### config.mk
export PLATFORM = sky130hd
export DESIGN_NAME = clkdiv_bank
export DESIGN_NICKNAME = d
export VERILOG_FILES = /design/src/rtl/clkdiv_pkg.sv /design/src/rtl/clkdiv_regs.sv /design/src/rtl/clkdiv_channel.sv /design/src/rtl/clkdiv_bank.sv
export SDC_FILE = /design/constraint.sdc
export NUM_CORES = 1
export LEC_CHECK = 0
export BUFFER_PORTS_ARGS = -buffer_cell sky130_fd_sc_hd__buf_2
export CELL_PAD_IN_SITES_DETAIL_PLACEMENT = 1
export CELL_PAD_IN_SITES_GLOBAL_PLACEMENT = 1
export CORE_MARGIN = 1
export CORE_UTILIZATION = 52
export CTS_BUF_LIST = sky130_fd_sc_hd__clkbuf_8
export CTS_CLUSTER_DIAMETER = 80
export DETAILED_ROUTE_END_ITERATION = 16
export PLACE_DENSITY_LB_ADDON = 0.3
export SLEW_MARGIN = 20
export SYNTH_ARGS = -nofsm -noshare
export SYNTH_HDL_FRONTEND = slang
export SYNTH_SLANG_ARGS = --single-unit
export TNS_END_PERCENT = 100
### constraint.sdc
create_clock -name clk -period 7.65 [get_ports clk]
set_clock_uncertainty 0.2 [all_clocks]
set_input_delay 0.765 -clock clk [delete_from_list [all_inputs] [get_ports clk]]
set_output_delay 0.765 -clock clk [all_outputs]
set_load 0.02 [all_outputs]
### src/rtl/clkdiv_pkg.sv
package clkdiv_pkg;

    localparam int REG_W       = 32;
    localparam int CODE_W      = 4;
    localparam int NUM_CODES   = 12;
    localparam int RSV_CODE    = 9;
    localparam int CNT_W       = 6;
    localparam int CH_PER_REG  = 5;
    localparam int NUM_CH      = 2 * CH_PER_REG;
    localparam int MASK_W      = NUM_CODES;
    localparam int COMMIT_BIT  = 31;
    localparam int ERROR_BIT   = 30;
    localparam int REG_A_IDX   = 0;
    localparam int REG_B_IDX   = 1;

    typedef logic [CODE_W-1:0] code_t;
    typedef logic [CNT_W-1:0]  cnt_t;

    // Per-channel commit request from the register file to the channels
    typedef struct packed {
        logic [NUM_CH-1:0] load;
        code_t [NUM_CH-1:0] code;
    } commit_t;

    // Channels 1 and 5 refuse the divide-by-36 code
    localparam logic [NUM_CH-1:0][MASK_W-1:0] DEFAULT_MASK = {
        12'hFFF, 12'hFFF, 12'hFFF, 12'hFFF, 12'hBFF,
        12'hFFF, 12'hFFF, 12'hFFF, 12'hBFF, 12'hFFF
    };

    // Bit offset of a channel's code inside its register
    function automatic int field_lsb(input int ch);
        case (ch)
            0: return 20;
            1: return 16;
            2: return 8;
            3: return 4;
            4: return 0;
            5: return 24;
            6: return 20;
            7: return 16;
            8: return 12;
            default: return 4;
        endcase
    endfunction

    function automatic logic in_reg_b(input int ch);
        return ch >= CH_PER_REG;
    endfunction

    // Ratio code to divisor; zero marks no divisor
    function automatic cnt_t code_to_div(input code_t code);
        case (code)
            4'd0:  return cnt_t'(2);
            4'd1:  return cnt_t'(3);
            4'd2:  return cnt_t'(4);
            4'd3:  return cnt_t'(6);
            4'd4:  return cnt_t'(8);
            4'd5:  return cnt_t'(12);
            4'd6:  return cnt_t'(16);
            4'd7:  return cnt_t'(18);
            4'd8:  return cnt_t'(24);
            4'd10: return cnt_t'(36);
            4'd11: return cnt_t'(48);
            default: return cnt_t'(0);
        endcase
    endfunction

    function automatic logic code_legal(input code_t code, input logic [MASK_W-1:0] mask);
        logic [15:0] wide_mask;
        wide_mask = {{(16-MASK_W){1'b0}}, mask};
        return (int'(code) < NUM_CODES) && (int'(code) != RSV_CODE) && wide_mask[code];
    endfunction

endpackage

### src/rtl/clkdiv_regs.sv
module clkdiv_regs
    import clkdiv_pkg::*;
#(
    parameter int ADDR_W = 2,
    parameter logic [NUM_CH-1:0][MASK_W-1:0] CH_MASK = DEFAULT_MASK
) (
    input  logic              clk,
    input  logic              rst,
    input  logic [ADDR_W-1:0] addr,
    input  logic [REG_W-1:0]  wdata,
    input  logic              wr,
    input  logic [NUM_CH-1:0] busy,
    output logic [REG_W-1:0]  rdata,
    output commit_t           commit,
    output logic              err
);

    code_t [NUM_CH-1:0] shadow_q;
    code_t [NUM_CH-1:0] shadow_d;
    logic  [NUM_CH-1:0] legal;
    logic               sel_a;
    logic               sel_b;
    logic               kick_req;
    logic               err_q;

    assign sel_a = (addr == ADDR_W'(REG_A_IDX));
    assign sel_b = (addr == ADDR_W'(REG_B_IDX));

    // Staged codes merged with the write of this cycle
    always_comb begin
        shadow_d = shadow_q;
        for (int ch = 0; ch < NUM_CH; ch++) begin
            if (wr && ((sel_a && !in_reg_b(ch)) || (sel_b && in_reg_b(ch)))) begin
                shadow_d[ch] = wdata[field_lsb(ch) +: CODE_W];
            end
        end
    end

    // A commit is accepted only when no channel is still switching
    assign kick_req = wr && sel_b && wdata[COMMIT_BIT] && !(|busy);

    always_comb begin
        for (int ch = 0; ch < NUM_CH; ch++) begin
            legal[ch]       = code_legal(shadow_d[ch], CH_MASK[ch]);
            commit.load[ch] = kick_req && legal[ch];
            commit.code[ch] = shadow_d[ch];
        end
    end

    always_ff @(posedge clk) begin
        if (rst) begin
            shadow_q <= '0;
            err_q    <= 1'b0;
        end else begin
            shadow_q <= shadow_d;
            if (kick_req && !(&legal)) begin
                err_q <= 1'b1;
            end
        end
    end

    assign err = err_q;

    always_comb begin
        rdata = '0;
        for (int ch = 0; ch < NUM_CH; ch++) begin
            if ((sel_a && !in_reg_b(ch)) || (sel_b && in_reg_b(ch))) begin
                rdata[field_lsb(ch) +: CODE_W] = shadow_q[ch];
            end
        end
        if (sel_b) begin
            rdata[COMMIT_BIT] = |busy;
            rdata[ERROR_BIT]  = err_q;
        end
    end

endmodule

### src/rtl/clkdiv_channel.sv
module clkdiv_channel
    import clkdiv_pkg::*;
(
    input  logic  clk,
    input  logic  rst,
    input  logic  load,
    input  code_t load_code,
    output logic  en,
    output logic  busy
);

    code_t act_code_q;
    code_t pend_code_q;
    logic  pend_q;
    cnt_t  cnt_q;
    cnt_t  last_cnt;
    logic  period_end;

    assign last_cnt   = code_to_div(act_code_q) - cnt_t'(1);
    assign period_end = (cnt_q == last_cnt);

    always_ff @(posedge clk) begin
        if (rst) begin
            act_code_q  <= '0;
            pend_code_q <= '0;
            pend_q      <= 1'b0;
            cnt_q       <= '0;
        end else begin
            if (period_end) begin
                cnt_q <= '0;
                if (pend_q) begin
                    // New ratio starts with a full period
                    act_code_q <= pend_code_q;
                    pend_q     <= 1'b0;
                end
            end else begin
                cnt_q <= cnt_q + cnt_t'(1);
            end
            if (load) begin
                pend_q      <= 1'b1;
                pend_code_q <= load_code;
            end
        end
    end

    assign en   = period_end;
    assign busy = pend_q;

endmodule

### src/rtl/clkdiv_bank.sv
module clkdiv_bank
    import clkdiv_pkg::*;
#(
    parameter int ADDR_W = 2,
    parameter logic [NUM_CH-1:0][MASK_W-1:0] CH_MASK = DEFAULT_MASK
) (
    input  logic              clk,
    input  logic              rst,
    input  logic [ADDR_W-1:0] bus_addr,
    input  logic [REG_W-1:0]  bus_wdata,
    input  logic              bus_wr,
    output logic [REG_W-1:0]  bus_rdata,
    output logic [NUM_CH-1:0] clk_en
);

    commit_t           commit;
    logic [NUM_CH-1:0] chan_busy;
    logic              err_flag;

    clkdiv_regs #(
        .ADDR_W  (ADDR_W),
        .CH_MASK (CH_MASK)
    ) i_regs (
        .clk    (clk),
        .rst    (rst),
        .addr   (bus_addr),
        .wdata  (bus_wdata),
        .wr     (bus_wr),
        .busy   (chan_busy),
        .rdata  (bus_rdata),
        .commit (commit),
        .err    (err_flag)
    );

    for (genvar ch = 0; ch < NUM_CH; ch++) begin : g_chan
        clkdiv_channel i_chan (
            .clk       (clk),
            .rst       (rst),
            .load      (commit.load[ch]),
            .load_code (commit.code[ch]),
            .en        (clk_en[ch]),
            .busy      (chan_busy[ch])
        );
    end

endmodule

# Word level (Yosys, flattened, before mapping)
# Memories as Yosys holds them, arrays and structs flattened. A register that Yosys moved wholly into a read port is not among the register bits.
# Index checks and enable logic that the tools add are counted.
[totals]
regBits = 191
rom_bits = 1120
in_bits = 37
wordCells = 343
memories = 20
[memory_table]
columns = ["name", "words", "width", "read_ports", "rd_clocked_by_memory_dff", "wr", "line", "rtl"]
rows = [
  ["(name not given)", 16, 6, 1, 1, 0, "clkdiv_pkg.sv:53", "case (code)"],
  ["(name not given)", 16, 6, 1, 1, 0, "clkdiv_pkg.sv:53", ""],
  ["(name not given)", 16, 6, 1, 1, 0, "clkdiv_pkg.sv:53", ""],
  ["(name not given)", 16, 6, 1, 1, 0, "clkdiv_pkg.sv:53", ""],
  ["(name not given)", 16, 6, 1, 1, 0, "clkdiv_pkg.sv:53", ""],
  ["(name not given)", 16, 6, 1, 1, 0, "clkdiv_pkg.sv:53", ""],
  ["+14 memories", "--", "--", "--", "--", "--", "--", ""],
]
[classes]
n_addsub = 30
order_cmp = 20
eq_ne = 21
shifts = 30
n_mux = 100
n_bitwise = 1
n_reduce_logical = 70
[op_table]
columns = ["operator", "count"]
rows = [
  ["$mux 32", 30],
  ["$neg 32->33", 10],
  ["$shift 4x33->32 const A", 10],
  ["$shiftx 4x33->32", 10],
  ["$shiftx 32x32->4", 10],
  ["$bwmux 32", 9],
  ["$mux 4", 30],
  ["$add 6x1->6 const B", 10],
  ["$eq 6x6->1", 10],
  ["$sub 6x1->6 const B", 10],
  ["$lt 4x5->1 const B", 10],
  ["$lt 4x4->1 const B", 10],
  ["$ne 4x4->1 const B", 10],
  ["$logic_and 1x1->1", 35],
  ["$and 32x32->32", 1],
  ["$mux 1", 30],
  ["$reduce_and 2->1", 10],
  ["$reduce_bool 2->1", 10],
  ["$reduce_or 2->1", 10],
  ["$reduce_and 10->1", 1],
  ["$reduce_or 10->1", 1],
  ["$eq 2x1->1 const B", 1],
  ["$logic_not 1->1", 2],
  ["$logic_not 2->1", 1],
  ["$mux 2", 1],
]

# Depth between registers and ports, before layout
[depth]
depth_word = 25
ltp_mapped = 14

# Cells and area by module
# From an unflattened synthesis, not the netlist that was laid out.
[hier_totals]
cells_unflattened = 1673
area_unflattened_um2 = 14607.8
[by_module_without_submodules]
columns = ["mod", "instances", "cells_each", "area_per_inst_um2", "seq_area_each_um2"]
rows = [
  ["clkdiv_channel (g_chan[0].i_chan ...)", 8, 140, 1244.9, 420.4],
  ["clkdiv_regs", 1, 287, 2326.0, 820.8],
  ["clkdiv_channel (g_chan[2].i_chan ...)", 2, 133, 1161.1, 420.4],
]

# Least setup slack after synthesis
# OpenSTA, ideal clock, no wires.
[synth_timing]
path_type = "register to register"
startpoint = "register (tool-made name)"
endpoint = "register (tool-made name)"
t_arrival_ns = 2.922
required_ns = 7.316
path_slack_ns = 4.394
stages_incl_launch_ff = 15
n_path_buf = 1
path_cell_list = "dfxtp_1 -> inv_1 -> ha_1 -> xnor2_1 -> or3b_1 -> or4b_4 -> nor2_8 -> buf_12 -> mux2i_1 -> nor2_1 -> ha_1 -> mux2i_1 -> nor2_1 -> a211oi_1 -> a211oi_1"

==> summary.md <==
| Metric | Value |
|---|---|
| WL met1 | `15.3 mm` |
| CP peak stage delay | `0.47 ns` |
| Slew HR | `0.274` |
| Estimated wirelength of the detail-placed design | `approximately 24 mm` |
| Final worst path period need | `3.86 ns` |
| Synth top area share | `0.379` |
| Clock slew at reported path FFs | `~0.060 ns` |
| Tightest Pin Transition | `approximately 1.1 ns` |
| CTS tree | `yes` |
| # Post-CTS Setup Buffers | `0` |
| Hold slack | `~0.27 ns` |
| Worst Setup End Kind | `flip-flop` |
| Slew Viols, Final | `0` |
| Cells along the critical path | `inv_1 > ha_1 > or3b_2 > a211oi_1 > and4b_1 > nand3_1 > mux2i_1 > or2_2 > ha_1 > a21oi_1 > nor2_1 > a211oi_1 > a211oi_1` |
| H-tree depth | `2` |
| Post-Syn Instances | `between 1.5k and 2k` |
| Post-layout util | `0.584` |
| Int Pwr | `approximately 2.2 mW` |
| Die area | `26200 um^2` |
| Grt total ovfl | `0` |
| Reg2reg path depth | `13` |
| Crit Path Max Fanout | `14` |
| Placer Congestion | `between 0.8 and 0.9` |
| Layout cells sized above 1 | `0.125` |
| Post-DP Area | `~14000 um^2` |
| Buffers on Ports | `73` |
| Die width | `162 um` |
| Fin crit share | `0.505` |
| Outcome | `completed` |
| Flop2flop setup slack | `3.79 ns` |
| Most frequent cell after synthesis | `nor2_1` |
| Mean Syn Cell Area | `around 8.6 um^2` |
| Metal2 WL | `~17 mm` |
| Vias in the first global route | `between 10k and 15k` |
| Vias per std cell | `5.67` |
| Final setup viols | `0` |
| Yosys Warn Count | `0` |
| Clk root buf | `clkbuf_8` |
| Synthesis-stage register bit count | `251` |
| Largest area contributor in the netlist | `dfxtp_1` |
| Worst skew pair latency | `approximately 0.56 ns` |
| Final ANT Viol Nets | `0` |
| Max layer used | `met4` |
| Max cap viols | `0` |
| Via count | `11.0k` |
| Final Total Pwr | `just under 3 mW` |
| Hold-fix buffers, CTS | `0` |
| Hold Crit Class | `reg -> reg` |
| Max Clock Freq | `259 MHz` |
| Post_cts resized | `0` |
| Static Leak | `5.92 nW` |
| Initial antenna violation count | `1` |
| Hold Startpoint | `g_chan[4].i_chan.cnt_q[0]` |
| Synth area leaders | `dfxtp_1 38%, mux2i_1 8.9%, nor2_1 7.4%, ha_1 4.7%, xnor2_1 4.2%` |
| Core area | `between 20000 and 30000 um^2` |
| DRT iter0 DRCs | `slightly above 600` |
| Die H | `162 um` |
| Asr flop ratio synth | `0` |
| Io pins | `slightly below 80` |
| Drt wl/cell | `17.8 um` |
| CTS buffer count | `45` |
| Pwr per Cell Area | `202 nW/um^2` |
| Combinational power share | `0.096` |
| Net switching power | `around 0.77 mW` |
| Arrival @ worst endpoint | `just over 4 ns` |
| GRT Total Usage | `0.267` |
| Pre-antenna DRT Iters | `5` |
| Hold EP | `g_chan[4].i_chan.cnt_q[0]` |
| Critical path's slowest cell | `nand3_1` |
| Clock sinks | `about 250` |
| Final hold vios | `0` |
| DRC violations left | `0` |
| RSZ-0062 raised after global routing | `no` |
| Most frequent cells after synthesis | `263 x nor2_1, 251 x dfxtp_1, 118 x mux2i_1, 72 x a21oi_1, 65 x nand2_1` |
| Max VDD drop | `around 0.00017 V` |
| Post-synth cell types | `79` |
| Top_reg_cell synth | `dfxtp_1` |
| First-pass GRT wire length | `57.3 mm` |
| Setup crit start kind | `flip-flop` |
| CTS Buffer Depth | `3` |
| Routed WL | `between 30 and 40 mm` |
| Largest net degree at the start of global routing | `85` |
| Worst hold stages | `1` |
| # rows | `58` |
| Sum Neg Setup Slack | `0 ns` |
| Sw Share | `0.261` |
| Area growth from synthesis to layout | `10.4%` |
| Mapped Area | `13300 um^2` |
| Post-synth EDFFs | `0` |
| Crit path kind | `reg -> reg` |
| Reg power frac | `0.470` |
| Most common cell on crit path | `a211oi_1` |
| Initial Utilization | `0.529` |
| Clock share of power | `0.435` |
| Final instance area | `between 10000 and 15000 um^2` |
| CP required | `7.84 ns` |
| Register area share after synthesis | `0.379` |
| Layout Nets | `between 1.5k and 2k` |
| DR WL met3 | `1.31 mm` |
## worst max-delay path by stage
| stage | startpoint | slack [ns] | end | cells past startpoint |
|---|---|---|---|---|
| detailed placement | bus_addr[0] | 3.75 | g_chan[7].i_chan.pend_code_q[2] | 7 |
| global placement | bus_addr[0] | 3.80 | g_chan[7].i_chan.pend_code_q[2] | 7 |
| CTS | flip-flop | 3.80 | flip-flop | 13 |
| global route | flip-flop | 3.60 | flip-flop | 12 |
| floorplan | flip-flop | 4.39 | flip-flop | 14 |
| finish | flip-flop | 3.79 | flip-flop | 13 |
## area by class of cell
class                           count  area, um^2
Sequential cell                   251        5020
Tap cell                          330         413
Fill cell                        2978       10500
Timing Repair Buffer               83         447
Multi-Input combinational cell   1138        7600
Inverter                           65         244
Clock buffer                       58         798
Antenna cell                        1        2.50
Clock inverter                     17         126
## power groups by stage
stage	registers, mW	logic (mW)	clock network, mW
after CTS	1.39	0.284	1.32
after floorplan	1.40	0.220	0
after global routing	1.40	0.311	1.38
after global placement	1.42	0.269	0
final	1.39	0.283	1.29
after detailed placement	1.42	0.279	0
## per-stage QoR
stage          worst slack [ns]  std cells
2_1_floorplan              4.39       1539
3_3_place_gp               3.80       1867
3_5_place_dp               3.75       1867
4_1_cts                    3.80       1942
5_1_grt                    3.60       1943
6_report                   3.79       1943
## logic make-up (layout without fill, tap and decap cells)
logic type | Yosys count | after routing | synth area share
muxes | 135 | 135 | 0.103
xor gates and xnor gates | 117 | 117 | 0.0772
other | 1 | 3 | 0.000282
AOI/OAI and AO/OA | 204 | 204 | 0.104
buffers and inverters | 150 | 223 | 0.0498
adders and majority gates | 50 | 50 | 0.0471
and+or+nand+nor | 630 | 630 | 0.239
DFF | 251 | 251 | 0.379
## routing by layer
layer	global-route usage	vias to the layer above
met5	0	-
met4	0.0738	0
met2	0.483	186
met3	0.0434	54
met1	0.325	5379
li1	-	5400
## critical path, delay by kind of cell, from the launching register on
kind | cells | cell delay, ns
flops | 1 | 0.32
buf+inv | 1 | 0.06
compound gates | 4 | 0.79
fa+ha+maj | 2 | 0.41
simple gates | 5 | 1.62
mux | 1 | 0.31
## layout by cell type (no fill, tap or decap), types with 5 or more instances in the layout
cell type,count
a311o_1,6
nand2b_1,14
a31oi_1,6
nor4b_1,14
and3_1,15
a221oi_1,13
nand4_1,8
nand3b_1,6
or3_1,16
and2_1,28
nand2_1,65
ha_1,50
a21oi_1,72
inv_1,75
clkbuf_8,58
or2_2,19
dfxtp_1,251
mux2i_1,118
buf_2,72
xor2_1,53
o21ai_0,18
nor2_1,263
buf_4,10
nor3b_1,19
a22oi_1,8
mux2_2,17
nor2b_1,35
nand3_1,38
or4_1,6
and3b_1,5
nor3_1,55
xnor2_1,64
a211oi_1,27
o2111ai_1,5
Note: power is estimated with default switching activity, not from simulation.
